### config.mk
export PLATFORM = sky130hd
export DESIGN_NAME = flash_wr_guard
export DESIGN_NICKNAME = d
export VERILOG_FILES = /design/src/rtl/flash_wr_guard_pkg.sv /design/src/rtl/fwg_nv_bits.sv /design/src/rtl/fwg_wel.sv /design/src/rtl/fwg_cycle.sv /design/src/rtl/fwg_region.sv /design/src/rtl/flash_wr_guard.sv
export SDC_FILE = /design/constraint.sdc
export NUM_CORES = 1
export LEC_CHECK = 0
export ABC_AREA = 1
export BUFFER_PORTS_ARGS = -buffer_cell sky130_fd_sc_hd__buf_2
export CAP_MARGIN = 15
export CORE_MARGIN = 3
export CORE_UTILIZATION = 41
export DETAILED_ROUTE_END_ITERATION = 7
export PLACE_DENSITY_LB_ADDON = 0.12
export SETUP_SLACK_MARGIN = 0.5
export SYNTH_ARGS = -nofsm -noshare
export SYNTH_HDL_FRONTEND = slang
export SYNTH_HIERARCHICAL = 1
export SYNTH_SLANG_ARGS = --single-unit
### constraint.sdc
create_clock -name clk -period 5.11 [get_ports clk]
set_input_delay 0.7665 -clock clk [delete_from_list [all_inputs] [get_ports clk]]
set_output_delay 0.7665 -clock clk [all_outputs]
set_load 0.1 [all_outputs]
### src/rtl/flash_wr_guard_pkg.sv
package flash_wr_guard_pkg;

  localparam int SR_BUSY  = 0;
  localparam int SR_WEL   = 1;
  localparam int SR_BP_LO = 2;
  localparam int BP_W     = 3;
  localparam int SR_SRP   = 7;

  localparam logic [BP_W-1:0] BP_NONE = '0;
  localparam logic [BP_W-1:0] BP_ALL  = '1;

  typedef struct packed {
    logic            srp;
    logic [BP_W-1:0] bp;
  } nv_bits_t;

  function automatic logic [7:0] pack_status(nv_bits_t nv, logic wel, logic busy);
    logic [7:0] s;
    s = '0;
    s[SR_BUSY] = busy;
    s[SR_WEL] = wel;
    s[SR_BP_LO +: BP_W] = nv.bp;
    s[SR_SRP] = nv.srp;
    return s;
  endfunction

endpackage

### src/rtl/fwg_nv_bits.sv
module fwg_nv_bits
  import flash_wr_guard_pkg::*;
#(
  parameter logic [BP_W-1:0] INIT_BP  = '0,
  parameter logic            INIT_SRP = 1'b0
) (
  input  logic       clk,
  input  logic       rst_n,
  input  logic       wr_en,
  input  logic [7:0] wr_data,
  input  logic       wp_n,
  output nv_bits_t   nv,
  output logic       hw_lock
);

  logic unused_data;
  assign unused_data = ^{wr_data[6:5], wr_data[1:0]};

  assign hw_lock = nv.srp & ~wp_n;

  always_ff @(posedge clk or negedge rst_n) begin
    if (!rst_n) begin
      nv.srp <= INIT_SRP;
      nv.bp  <= INIT_BP;
    end else if (wr_en) begin
      nv.srp <= wr_data[SR_SRP];
      nv.bp  <= wr_data[SR_BP_LO +: BP_W];
    end
  end

  // locked bits hold across a locked cycle
  a_r5_locked_hold: assert property (@(posedge clk) disable iff (!rst_n)
    hw_lock |=> $stable(nv));

endmodule

### src/rtl/fwg_wel.sv
module fwg_wel (
  input  logic clk,
  input  logic rst_n,
  input  logic set_i,
  input  logic clr_i,
  input  logic done_i,
  output logic wel
);

  always_ff @(posedge clk or negedge rst_n) begin
    if (!rst_n)              wel <= 1'b0;
    else if (clr_i || done_i) wel <= 1'b0;
    else if (set_i)          wel <= 1'b1;
  end

  // granted write enable sets the latch
  a_r2_set_latch: assert property (@(posedge clk) disable iff (!rst_n)
    (set_i && !done_i) |=> wel);

  // completion clears the latch
  a_r8_done_clears: assert property (@(posedge clk) disable iff (!rst_n)
    done_i |=> !wel);

endmodule

### src/rtl/fwg_cycle.sv
module fwg_cycle (
  input  logic clk,
  input  logic rst_n,
  input  logic start_i,
  input  logic eng_busy_i,
  output logic active_o,
  output logic done_o
);

  logic seen_q;

  assign done_o = active_o & seen_q & ~eng_busy_i;

  always_ff @(posedge clk or negedge rst_n) begin
    if (!rst_n) begin
      active_o <= 1'b0;
      seen_q   <= 1'b0;
    end else if (start_i) begin
      active_o <= 1'b1;
      seen_q   <= 1'b0;
    end else if (done_o) begin
      active_o <= 1'b0;
      seen_q   <= 1'b0;
    end else if (active_o && eng_busy_i) begin
      seen_q   <= 1'b1;
    end
  end

  // a started cycle is tracked from the next cycle on
  a_r7_start_tracks: assert property (@(posedge clk) disable iff (!rst_n)
    start_i |=> active_o);

  // no new cycle starts while one is tracked
  a_r9_start_idle: assert property (@(posedge clk) disable iff (!rst_n)
    start_i |-> !active_o);

endmodule

### src/rtl/fwg_region.sv
module fwg_region
  import flash_wr_guard_pkg::*;
#(
  parameter int ADDR_W  = 18,
  parameter int STEP_LG = 16
) (
  input  logic [BP_W-1:0]   code_i,
  input  logic [ADDR_W-1:0] addr_i,
  output logic              hit_o
);

  localparam int W = ADDR_W + BP_W + 1;
  localparam logic [W-1:0] ARRAY = {{(W-1){1'b0}}, 1'b1} << ADDR_W;

  logic [W-1:0] step_span;
  logic [W-1:0] span;

  always_comb begin
    step_span = W'(code_i) << STEP_LG;
    if (code_i == BP_ALL)      span = ARRAY;
    else if (step_span > ARRAY) span = ARRAY;
    else                        span = step_span;
    hit_o = (W'(addr_i) + span) >= ARRAY;
  end

  // code 0 fences nothing, code 7 fences everything
  always_comb begin
    a_r3_code_ends: assert ((code_i != BP_NONE || !hit_o) && (code_i != BP_ALL || hit_o));
  end

endmodule

### src/rtl/flash_wr_guard.sv
module flash_wr_guard
  import flash_wr_guard_pkg::*;
#(
  parameter int              ADDR_W   = 18,
  parameter int              STEP_LG  = 16,
  parameter logic [BP_W-1:0] INIT_BP  = '0,
  parameter logic            INIT_SRP = 1'b0
) (
  input  logic              clk,
  input  logic              rst_n,
  input  logic              wren_i,
  input  logic              wrdi_i,
  input  logic              wrsr_i,
  input  logic [7:0]        wrsr_data_i,
  input  logic              pp_i,
  input  logic              se_i,
  input  logic              be_i,
  input  logic [ADDR_W-1:0] addr_i,
  input  logic              wp_n_i,
  input  logic              eng_busy_i,
  output logic [7:0]        status_o,
  output logic              wren_ok_o,
  output logic              wrdi_ok_o,
  output logic              wrsr_ok_o,
  output logic              pp_ok_o,
  output logic              se_ok_o,
  output logic              be_ok_o
);

  localparam int N_CMD = 6;

  nv_bits_t nv;
  logic     hw_lock;
  logic     wel;
  logic     cyc_active;
  logic     cyc_done;
  logic     busy_bit;
  logic     fenced;
  logic     lone;
  logic     go;
  logic     wr_ok;
  logic     cyc_start;

  assign busy_bit = eng_busy_i | cyc_active;
  assign lone     = $countones({wren_i, wrdi_i, wrsr_i, pp_i, se_i, be_i}) <= 1;
  assign go       = lone & ~busy_bit;
  assign wr_ok    = go & wel;

  assign wren_ok_o = go & wren_i;
  assign wrdi_ok_o = go & wrdi_i;
  assign wrsr_ok_o = wr_ok & wrsr_i & ~hw_lock;
  assign pp_ok_o   = wr_ok & pp_i & ~fenced;
  assign se_ok_o   = wr_ok & se_i & ~fenced;
  assign be_ok_o   = wr_ok & be_i & (nv.bp == BP_NONE);

  assign cyc_start = wrsr_ok_o | pp_ok_o | se_ok_o | be_ok_o;

  assign status_o = pack_status(nv, wel, busy_bit);

  fwg_nv_bits #(.INIT_BP(INIT_BP), .INIT_SRP(INIT_SRP)) u_nv (
    .clk     (clk),
    .rst_n   (rst_n),
    .wr_en   (wrsr_ok_o),
    .wr_data (wrsr_data_i),
    .wp_n    (wp_n_i),
    .nv      (nv),
    .hw_lock (hw_lock)
  );

  fwg_wel u_wel (
    .clk    (clk),
    .rst_n  (rst_n),
    .set_i  (wren_ok_o),
    .clr_i  (wrdi_ok_o),
    .done_i (cyc_done),
    .wel    (wel)
  );

  fwg_cycle u_cyc (
    .clk        (clk),
    .rst_n      (rst_n),
    .start_i    (cyc_start),
    .eng_busy_i (eng_busy_i),
    .active_o   (cyc_active),
    .done_o     (cyc_done)
  );

  fwg_region #(.ADDR_W(ADDR_W), .STEP_LG(STEP_LG)) u_region (
    .code_i (nv.bp),
    .addr_i (addr_i),
    .hit_o  (fenced)
  );

  // write-class grants need the latch as held by its own register
  a_r2_need_latch: assert property (@(posedge clk) disable iff (!rst_n)
    cyc_start |-> status_o[SR_WEL]);

  // bulk erase only with an empty protect code
  a_r6_be_open: assert property (@(posedge clk) disable iff (!rst_n)
    be_ok_o |-> (status_o[SR_BP_LO +: BP_W] == BP_NONE));

  // busy bit rises after a grant
  a_r7_busy_after: assert property (@(posedge clk) disable iff (!rst_n)
    cyc_start |=> status_o[SR_BUSY]);

  // nothing granted while busy
  a_r9_quiet_busy: assert property (@(posedge clk) disable iff (!rst_n)
    status_o[SR_BUSY] |-> !(wren_ok_o | wrdi_ok_o | wrsr_ok_o | pp_ok_o | se_ok_o | be_ok_o));

  // at most one grant and none on a multi-strobe cycle
  a_r10_one_grant: assert property (@(posedge clk) disable iff (!rst_n)
    $onehot0({wren_ok_o, wrdi_ok_o, wrsr_ok_o, pp_ok_o, se_ok_o, be_ok_o}));
  a_r10_multi_none: assert property (@(posedge clk) disable iff (!rst_n)
    ($countones({wren_i, wrdi_i, wrsr_i, pp_i, se_i, be_i}) > 1) |=> $stable(status_o[7:1]));

  logic unused_n;
  assign unused_n = (N_CMD == 6);

endmodule

**After elaboration in Yosys (flattened, before gate mapping)**

Cells that the tools add are included.

- Word-level logic and storage cells: 54
- Flip-flop bits (word level): 7
- Output and inout port bits: 14

- Magnitude comparators: 3
- Equal/unequal tests: 1
- Add/sub/neg operators: 6
- Bitwise logic cells: 24
- Multiplexer cells: 9
- Reduce and logical (&&, ||, !) cells: 6

Operators with widths:

| cell | count |
|---|---|
| 19-bit 2-to-1 mux | 2 |
| 18-bit by 22-bit adder with 22-bit output | 1 |
| 22-bit by 19-bit >= comparator with 1-bit output, second input constant | 1 |
| 19-bit greater-than comparator, second input constant | 1 |
| 1-bit AND | 15 |
| 1-bit 2-to-1 mux | 7 |
| 1-bit by 1-bit adder with 2-bit output | 3 |
| 1-bit inverter | 5 |
| 3-bit by 2-bit adder with 4-bit output | 1 |
| 4-bit by 1-bit <= comparator with 1-bit output, second input constant | 1 |
| 1-bit bitwise OR | 4 |
| 2-bit nonzero test | 2 |
| 2-bit by 2-bit adder with 3-bit output | 1 |
| 3-bit equality test, second input constant | 1 |
| 3-bit zero test | 1 |
| 3-bit nonzero test | 1 |
| 1-bit logical AND | 1 |
| 1-bit logical OR | 1 |

**Longest topological paths before layout**

Gate-level depths: netlist of the first run.

- Depth in word-level cells: 12
- Mapped depth: 14
- Gate-level depth less buffers: 14

**Hierarchy**

The synthesis of the first run kept the hierarchy.

By module, submodules not included:

| module | instances | seq. area each (um^2) | cells each | area an instance (um^2) |
|---|---|---|---|---|
| flash_wr_guard | 1 | 0.0 | 43 | 257.7 |
| fwg_nv_bits | 1 | 100.1 | 19 | 156.4 |
| fwg_cycle | 1 | 50.0 | 13 | 93.8 |
| fwg_region | 1 | 0.0 | 13 | 88.8 |
| fwg_wel | 1 | 25.0 | 6 | 43.8 |

**Worst setup path after synthesis of the first run**

Ideal clock, no wire load.

- Path kind: input to output
- Start point: input port wren_i
- End point: output port wrsr_ok_o
- Data arrival time: 5.034 ns
- Setup slack: -0.691 ns
- Stages on the path: 9
- Required time: 4.344 ns
- Path through: fa_1 > inv_1 > fa_1 > inv_1 > ha_1 > fa_1 > nor2_2 > nand3_2 > nor3_1

- Word-level cells in the longest chain between the ends: 7

Ends and longest elaborated chain:

| item | line | text |
|---|---|---|
| start: declaration | flash_wr_guard.sv:11 | `input logic wren_i,` |
| 1-bit by 1-bit adder with 2-bit output (not written as such) | flash_wr_guard.sv:45 | `assign lone = $countones({wren_i, wrdi_i, wrsr_i, pp_i, se_i, be_i}) <= 1;` |
| 3-bit by 2-bit adder with 4-bit output (not written as such) | flash_wr_guard.sv:45 |  |
| 4-bit by 1-bit <= comparator with 1-bit output | flash_wr_guard.sv:45 |  |
| 1-bit AND | flash_wr_guard.sv:46 | `assign go = lone & ~busy_bit;` |
| 1-bit AND | flash_wr_guard.sv:47 | `assign wr_ok = go & wel;` |
| 1-bit AND (2 in series) | flash_wr_guard.sv:51 | `assign wrsr_ok_o = wr_ok & wrsr_i & ~hw_lock;` |
| end: declaration | flash_wr_guard.sv:24 | `output logic wrsr_ok_o,` |

No other way between the ends.

**Worst setup path in the final report of the first run**

Same ends and word-level chain as after synthesis.

==> flow_summary.ini, run 1 <==
[power_and_ir_drop]
p_comb_share_pct = 65.3
p_seq_share_pct = 23.1
p_int_uw = 165
finalPower_uw = 446
swShare_pct = 62.9
irDropWorstVdd_mv = 0.350
power.switching_uw = 281
p_leak_nw = 0.503
power.density_mw_per_mm2 = 542
p_clk_share_pct = 11.5

[clock_network]
root_buffer = clkbuf_4
cts-htree-levels = 1
post_cts_buffers = 0
clockBufferDepth = 2
numCtsBuffers = 3
clock-sinks = 7
clkLatencyLatePin_ns = 0.25
cts_tree = done
path_clk_slew_ns = 0.05

[drt]
drt_iter0_drc = 6
via_per_inst = 4.33
drt_wl_total_mm = 1.25
routedWlPerCell_um = 9.15
drcViolationCount = 0
vias = 593
ant_nets = 0
first_pass_iters = 3

[die]
start_util_pct = 46.3
placeableCoreArea_mm2 = 0.00138
die-area_mm2 = 0.00207
std_cell_rows = 13
num_io_pins = 50
die_x_um = 45.5
die_h_um = 45.5

[hold_path]
hp-class = in -> async

[synth]
yosys.area.top_type = dfrtp_1
synth_area_leaders = dfrtp_1 (27%), nand2_1 (14%), inv_1 (13%), fa_1 (13%), nor2_1 (7.0%)
postSynthCellCount = 94
synth_seq_cells = 7
yosysWarnings = 6
ys_seq_area_share_pct = 27.3
synth.avg_cell_area_um2 = 6.82
synth_top_area_share_pct = 27.3
synth_cell_types = 16
syn_area_um2 = 641

[setup_path]
critPathMaxFanout = 6
crit_chain = buf_2, fa_1, inv_1, fa_1, inv_1, ha_1, fa_1, nor2_2, nand3_2, nor3_4, clkbuf_4
critPathRequiredTime_ns = 4.34
crit_path_end_kind = output port
cpMaxStageDelayCell = fa_1
slowest_delay_ns = 0.53
arrival_ns = 3.63
crit_top_cell = fa_1
setup.worst_path.start_class = input pin
crit_type = in -> out
worstRegToRegCells = 11

[place]
io_buffers = 27
dp_slack_ns = 0.624
globalplace.congestion = 0.684
numPlacedInstances = 133
hpwl_mm = 1.03

[sta]
drv_slew = 0
max_freq_mhz = 227
fin_crit_ns = 4.40
finalSetupTns_ns = 0
setup_slack_ns = 0.711
hold_viol = 0
rsz0062_at_grt = no
setup_viol_count_final = 0
period_share_pct = 86.1
finalClockSkew_ns = 0.000196

[finish]
register_area_um2 = 175
syn2layout_area_growth_pct = 28.5
layout_commonest_cell = buf_2
diodes = 0
finalNonFillerCells = 137
fillers = 147
nets = 166
final_cell_mix = buf_2 (26), nand2_1 (24), inv_1 (22), nor2_1 (12), dfrtp_1 (7)
drive_gt1_share_pct = 33.6
multi_input_area_um2 = 375

[flow_run]
timing.max_cap.violations = 0

[run_status]
status = finished clean

[global_route]
grt-ovfl-total = 0
grt_max_degree = 9
grt_use_total_pct = 14.4
grt_pass1_vias = 537
grt_pass1_wl_mm = 2.15
grt_antenna_before_repair = 0
critical path: cells and delay by family:
| family | cells | cell delay [ns] |
|---|---|---|
| fa+ha+maj | 4 | 1.64 |
| simple gates | 3 | 0.62 |
| buf+inv | 4 | 0.61 |
state kept, by name, summed over array words and instances (netlist names):
register / cells
u_cyc/seen_q: 1
u_cyc/active_o: 1
u_wel/wel: 1
u_nv/nv: 4
power by group through the flow:
stage / logic, mW / registers, mW / clock network (mW)
floorplan: 0.173 / 0.187 / 0
global placement: 0.290 / 0.103 / 0
detailed placement: 0.293 / 0.104 / 0
CTS: 0.294 / 0.103 / 0.0545
global route: 0.315 / 0.108 / 0.0575
finish: 0.292 / 0.103 / 0.0515
stage by stage:
stage | hold slack, ns | utilization [%] | instance area (um2)
2_1_floorplan | 0.471 | - | 671
3_3_place_gp | 0.481 | 57.5 | 795
3_5_place_dp | 0.483 | 57.5 | 795
4_1_cts | 0.332 | 59.4 | 821
5_1_grt | 0.333 | 59.5 | 823
6_report | 0.337 | 59.5 | 823
path summary, 6_finish.rpt:
kind / start / end / slack, ns
worst max-delay path: wren_i / wrsr_ok_o / 0.71
worst min-delay path: rst_n / u_nv/nv[0] / 0.34
worst max register to register: u_nv/nv[2] / u_cyc/seen_q / 3.08
worst min register to register: u_nv/nv[3] / u_nv/nv[3] / 0.50
max in group asynchronous: rst_n / u_nv/nv[1] / 4.62
min in group clk: u_nv/nv[3] / u_nv/nv[3] / 0.50
cell families (layout without fill, tap and decap cells):
| group | after synthesis | count (layout) | synth area share (%) |
|---|---|---|---|
| xor gates and xnor gates | 1 | 1 | 1.37 |
| adders and majority gates | 7 | 7 | 18.4 |
| and+or+nand+nor | 48 | 48 | 32.0 |
| AOI/OAI and AO/OA | 2 | 2 | 1.56 |
| DFF | 7 | 7 | 27.3 |
| other | 1 | 2 | 0.585 |
| buffers and inverters | 28 | 55 | 18.8 |
synth_stat cells:
master and number:
ha_1 3, nor2_2 3, nor2_1 12, o21ai_1 2, xnor2_1 1, dfrtp_1 7
inv_1 22, inv_2 2, buf_4 4, conb_1 1, nand2_2 1, nand3_2 1
fa_1 4, nand2_1 24, nand3_1 3, nor3_1 4
cell type report:
cell class	instances	share of cell area, %
clock buffers	4	3.19
flip-flops and latches	7	21.3
repair buffers	27	16.7
inverters	24	10.9
multi-input cells	60	45.6
well taps	15	2.28
timing repair:
item,4_1_cts,5_1_grt
hold buffers,0,0
setup endpoints to repair,0,1
gates resized for setup,0,1
per-layer routing:
layer,global-route usage [%],vias to the layer above,part of all wire (%)
met1,18.8,252,44
met5,0,-,0
li1,-,319,-
met2,20.9,17,45
met3,1.58,5,6.9
met4,12.3,0,3.3
Power figures use the tool's default switching activity.
==> inputs of run 2 (changes only) <==
--- a/config.mk
+++ b/config.mk
@@ -9,7 +9,7 @@
 export BUFFER_PORTS_ARGS = -buffer_cell sky130_fd_sc_hd__buf_2
 export CAP_MARGIN = 15
 export CORE_MARGIN = 3
-export CORE_UTILIZATION = 41
+export CORE_UTILIZATION = 35
 export DETAILED_ROUTE_END_ITERATION = 7
 export PLACE_DENSITY_LB_ADDON = 0.12
 export SETUP_SLACK_MARGIN = 0.5
==> constraint.sdc (replaced) <==
create_clock -name clk -period 3.88 [get_ports clk]
set_input_delay 0.582 -clock clk [delete_from_list [all_inputs] [get_ports clk]]
set_output_delay 0.582 -clock clk [all_outputs]
set_load 0.1 [all_outputs]
==> run 2 against run 1 <==
Against the previous run:
- via count is 3.5% higher
- clock power is 26% higher
- first-iteration DRC count stayed put
- clock skew is 0.0026 ns higher
- setup slack worse by 0.58 ns
- sequential share of layout area is 3.9 points lower
- hold slack worse by 0.18 ns
- register-to-register slack worse by 1.3 ns
- sequential cell count stayed put
- final cell count is 9.5% higher
- core utilization is 3.2 points higher
==> flow_summary.ini, run 2 (same netlist as run 1, synthesis figures left out) <==
[run_status]
status = finished clean

[place]
numPlacedInstances = 143
globalplace.congestion = 0.708
dp_slack_ns = 0.00581
hpwl_mm = 1.21
io_buffers = 27

[sta]
setup_slack_ns = 0.126
rsz0062_at_grt = yes
hold_viol = 0
finalClockSkew_ns = 0.00284
drv_slew = 0
finalSetupTns_ns = 0
period_share_pct = 96.7
fin_hold_ws_ns = 0.157
fin_crit_ns = 3.75
setup_viol_count_final = 0
max_freq_mhz = 266

[power_and_ir_drop]
p_leak_nw = 0.549
power.density_mw_per_mm2 = 630
irDropWorstVdd_mv = 0.432

[drt]
ant_nets = 0
via_per_inst = 4.09
drt_iter0_drc = 6
first_pass_iters = 4
vias = 614
routedWlPerCell_um = 9.63
drcViolationCount = 0
drt_wl_total_mm = 1.45

[finish]
finalNonFillerCells = 150
largest_register_ffs = 4
layout_commonest_cell = nand2_1
diodes = 0
multi_input_area_um2 = 424
syn2layout_area_growth_pct = 57.8
top_register = u_nv/nv
drive_gt1_share_pct = 38.1
postLayoutCoreUtil_pct = 62.7
register_area_um2 = 175
nets = 170
final_cell_mix = nand2_1 (24), inv_1 (22), buf_2 (20), nor2_1 (10), dfrtp_1 (7)
fillers = 160

[setup_path]
critPathMaxFanout = 4
crit_type = in -> out
setup.worst_path.start_class = input pin
worst_r2r_endpoint = u_cyc/seen_q
critPathRequiredTime_ns = 3.30
r2r-start = u_nv/nv[2]
crit_path_end_kind = output port
worstRegToRegCells = 11
arrival_ns = 3.17
reg2reg_slack_ns = 1.79

[die]
die_h_um = 48.8
placeableCoreArea_mm2 = 0.00161
std_cell_rows = 14
die-area_mm2 = 0.00238
start_util_pct = 39.8
die_x_um = 48.8
num_io_pins = 50

[global_route]
use_met2_pct = 25.6
grt-busiest-layer = met2
grt-ovfl-total = 0
grtUsageMet3_pct = 2.14
grt_pass1_vias = 636
gr-usage-met1_pct = 17.0
grt_pass1_wl_mm = 2.70
grt_max_degree = 9
grt_use_total_pct = 14.3
grt_antenna_before_repair = 0

[clock_network]
clkLatencyLatePin_ns = 0.25
clockBufferDepth = 2
clock-sinks = 7
ctsHoldBuffers = 0
path_clk_slew_ns = 0.05
numCtsBuffers = 3
cts_tree = done
root_buffer = clkbuf_4
cts-htree-levels = 1

[flow_run]
timing.max_cap.violations = 0

[hold_path]
hp-class = in -> async
-- run 2: cell types whose count changed in the layout (fill, tap and decap cells not counted), moves of 3 or more --
cell    change
nor3_4      +3
buf_4       +4
buf_12      +6
nor3_2      -3
nor2_4      +3
buf_2       -6
-- run 2: repair_timing --
item                                    CTS  global route
resized for setup                         2             1
endpoints found under the setup margin    6             6
gates cloned                              0             0
pin swaps                                 2             1
buffers inserted                          2             1
-- run 2: worst max path at each step --
stage          startpoint         to  slack [ns]  cells after the start
5_1_grt            wren_i  wrsr_ok_o        0.04                     11
2_1_floorplan      wren_i  wrsr_ok_o       -0.19                      9
3_5_place_dp       wren_i  wrsr_ok_o       0.006                     11
6_report           wren_i  wrsr_ok_o        0.13                     11
4_1_cts            wren_i    pp_ok_o        0.10                     11
3_3_place_gp       wren_i  wrsr_ok_o        0.06                     11
-- run 2: power breakdown --
group          leakage (nW)  switching (mW)  internal (mW)  total (mW)
Sequential           0.0898          0.0347          0.103       0.137
Combinational         0.444           0.333          0.101       0.435
Clock                0.0150          0.0256         0.0392      0.0648
Total                 0.549           0.393          0.243       0.637
-- run 2: cell type report --
type | instances | area share [%]
Clock buffer | 4 | 2.60
Sequential cell | 7 | 17.3
Multi-Input combinational cell | 60 | 42.0
Tap cell | 24 | 2.97
Timing Repair Buffer | 31 | 26.2
Inverter | 24 | 8.91
-- run 2: through the flow --
stage	instance area, um2	total power [mW]
after floorplan	714	0.494
after global placement	947	0.555
after detailed placement	947	0.564
after CTS	1000	0.639
after global routing	1010	0.684
final	1010	0.637
-- run 2: metal layers --
metal / up-vias / part of all wire [%] / routed length, um
met3: 0 / 4.6 / 66
met1: 266 / 43 / 623
met4: 0 / 0 / 0
met5: - / 0 / 0
li1: 330 / - / -
met2: 18 / 52 / 754
-- run 2: worst max-delay path, cell delays in order --
cell and delay [ns]:
buf_8 0.10, fa_1 0.53, inv_1 0.05, fa_1 0.48, inv_1 0.05, ha_2 0.17
fa_1 0.47, nor2_4 0.14, nand3_4 0.15, nor3_4 0.22, buf_12 0.21
==> inputs of run 3 (changes only) <==
--- a/config.mk
+++ b/config.mk
@@ -5,11 +5,10 @@
 export SDC_FILE = /design/constraint.sdc
 export NUM_CORES = 1
 export LEC_CHECK = 0
-export ABC_AREA = 1
+export ABC_AREA = 0
 export BUFFER_PORTS_ARGS = -buffer_cell sky130_fd_sc_hd__buf_2
-export CAP_MARGIN = 15
 export CORE_MARGIN = 3
-export CORE_UTILIZATION = 35
+export CORE_UTILIZATION = 34
 export DETAILED_ROUTE_END_ITERATION = 7
 export PLACE_DENSITY_LB_ADDON = 0.12
 export SETUP_SLACK_MARGIN = 0.5
==> run 3 against run 2 <==
Against the previous run:
- the run now ends with setup timing left
- maximum frequency decreased by 6.3%
- routed wire length decreased by 13%
- hold slack got worse by 0.0011 ns
- combinational power increased by 12%
- core utilization decreased by 1.1 points
- sequential share of layout area increased by 0.51 points
- clock-buffer cell count unchanged
- die area decreased by 1.3%
- design area decreased by 2.8%
==> flow_summary.ini, run 3 <==
[place]
io_buffers = 27
hpwl_mm = 1.08
globalplace.congestion = 0.641
dpl-instance-area_um2 = 917
numPlacedInstances = 107

[synth]
ys_seq_area_share_pct = 28.6
synth_flop_cell = dfrtp_1
synth_compound_area_share_pct = 7.14
synth_area_leaders = dfrtp_1 (29%), fa_1 (13%), mux2_2 (7.3%), ha_1 (6.1%), buf_4 (4.9%)
synth_seq_cells = 7
synth_top_family_by_area = simple AND/OR/NAND/NOR gates
postSynthCellCount = 57
synth.avg_cell_area_um2 = 10.8
synthAdderAreaFrac_pct = 19.2
synth.area.mux_share_pct = 8.98
netlist_top_cells_count = dfrtp_1 (7), inv_1 (7)
synth-async-reset-ratio_pct = 100
synth_cell_types = 26
synth-simple-area-share_pct = 26.3
yosys.area.top_type = dfrtp_1
syn_area_um2 = 613
synth_edf_count = 0
synth-xor-area-share_pct = 0
synth_top_area_share_pct = 28.6
yosysWarnings = 6

[drt]
route.met2.wl_um = 615
first_pass_iters = 4
vias = 501
wl_met3_um = 80
ant_nets = 0
drcViolationCount = 0
wirelength_met1_um = 566
drt_wl_total_mm = 1.26
via_per_inst = 4.39
routedWlPerCell_um = 11.1
top_layer = met3
drt_iter0_drc = 3

[die]
die-area_mm2 = 0.00235
placeableCoreArea_mm2 = 0.00159
die_h_um = 48.5
std_cell_rows = 14
die_x_um = 48.5
start_util_pct = 38.5
num_io_pins = 50

[setup_path]
setup.worst_path.start_class = input pin
slowest_delay_ns = 0.53
cpMaxStageDelayCell = fa_1
cp_num_cells = 11
critPathRequiredTime_ns = 3.30
cp_top_family = adder cells
crit_path_end_kind = output port
arrival_ns = 3.42
crit_chain = buf_6, fa_1, inv_1, fa_1, inv_1, ha_2, fa_2, or4_4, buf_6, nor3_4, buf_12
crit_type = in -> out
worstRegToRegCells = 8
critPathMaxFanout = 4
path_buf_inv = 5

[sta]
rsz0062_at_grt = yes
setup_viol_count_final = 4
finalClockSkew_ns = 0.00566
hold_viol = 0
fin_crit_ns = 4.00
drv_slew = 0
setup_slack_ns = -0.124
max_freq_mhz = 250
period_share_pct = 103
fin_hold_ws_ns = 0.156

[global_route]
grt_use_total_pct = 11.1
grt-ovfl-total = 0
grt_pass1_wl_mm = 2.16
grt_max_degree = 8
grt_antenna_before_repair = 0
grt_pass1_vias = 523

[finish]
finalNonFillerCells = 114
diodes = 0
multi_input_area_um2 = 448
post-route-cell-area_um2 = 982
register_area_um2 = 175
nets = 134
syn2layout_area_growth_pct = 60.2
final_cell_mix = buf_2 (20), inv_1 (7), dfrtp_1 (7), buf_12 (6)
drive_gt1_share_pct = 60.0
fillers = 134
largest_register_ffs = 4
top_register = u_nv/nv
layout_commonest_cell = buf_2

[clock_network]
clock-sinks = 7
root_buffer = clkbuf_4
ctsHoldBuffers = 0
cts_tree = done
clockBufferDepth = 2
clkLatencyLatePin_ns = 0.25
cts-htree-levels = 1
path_clk_slew_ns = 0.06
numCtsBuffers = 3

[run_status]
status = finished, violations left
violations = setup timing

[hold_path]
hp-class = in -> async

[power_and_ir_drop]
finalPower_uw = 694
power.density_mw_per_mm2 = 707
irDropWorstVdd_mv = 0.631
p_leak_nw = 0.488

[flow_run]
timing.max_cap.violations = 0
-- run 3: cell types whose count changed in the layout (fill, tap and decap cells not counted), sizes merged, moves of 3 or more --
cell / change
nor2: -11
nand2: -25
nand3: -4
mux2: +4
and2: +3
inv: -17
-- run 3: final timing paths --
check | startpoint | to | slack, ns
worst min-delay path | rst_n | u_cyc/seen_q | 0.16
worst min register to register | u_nv/nv[3] | u_nv/nv[3] | 0.54
min in group clk | u_nv/nv[3] | u_nv/nv[3] | 0.54
worst max register to register | u_nv/nv[2] | u_cyc/active_o | 1.55
max in group asynchronous | rst_n | u_nv/nv[2] | 3.57
worst max-delay path | wren_i | wrsr_ok_o | -0.12
-- run 3: metal layers --
layer	track usage [%]	vias to the layer above
met2	18.6	20
met5	0	-
li1	-	251
met4	2.84	0
met3	1.53	0
met1	15.2	230
-- run 3: metrics by stage --
stage | utilization, % | setup WS [ns] | setup TNS, ns
finish | 61.6 | -0.124 | -0.374
global route | 61.6 | -0.176 | -0.599
CTS | 61.4 | -0.134 | -0.403
detailed placement | 57.5 | -0.229 | -0.623
global placement | 57.5 | -0.189 | -0.503
floorplan | - | -0.598 | -3.16
-- run 3: cells by family (layout without fill, tap and decap cells) --
kind of cell,count (synthesis),after routing
multiplexers,5,5
AND/OR/NAND/NOR,21,21
AO/OA/AOI/OAI,5,5
other,1,2
buffers and inverters,11,43
flip-flops,7,7
adder cells (fa/ha/maj),7,7
-- run 3: final cells by class --
type	count	share of cell area [%]
clock buffer	4	2.68
inverter	7	2.68
multi-input combinational	40	45.6
sequential	7	17.8
tap	24	3.06
timing repair buffer	32	28.2
-- run 3: worst reg2reg max path, delay by kind of cell, from the launching register on --
kind	cells	cell delay (ns)
adders and majority gates	2	0.61
AOI/OAI and AO/OA	4	0.77
and+or+nand+nor	2	0.42
DFF	1	0.42
-- run 3: report_power, final --
group,total [mW],leakage (nW),switching (mW),internal (mW)
Combinational,0.489,0.385,0.349,0.140
Clock,0.0655,0.0150,0.0263,0.0392
Sequential,0.140,0.0881,0.0342,0.106
Total,0.694,0.488,0.410,0.285
-- run 3: repair_timing --
action	4_1_cts	5_1_grt
setup endpoints to repair	10	10
setup buffers	3	0
resized for setup	3	1
pin swaps	3	0
gates cloned	0	0
hold endpoints to repair	0	0
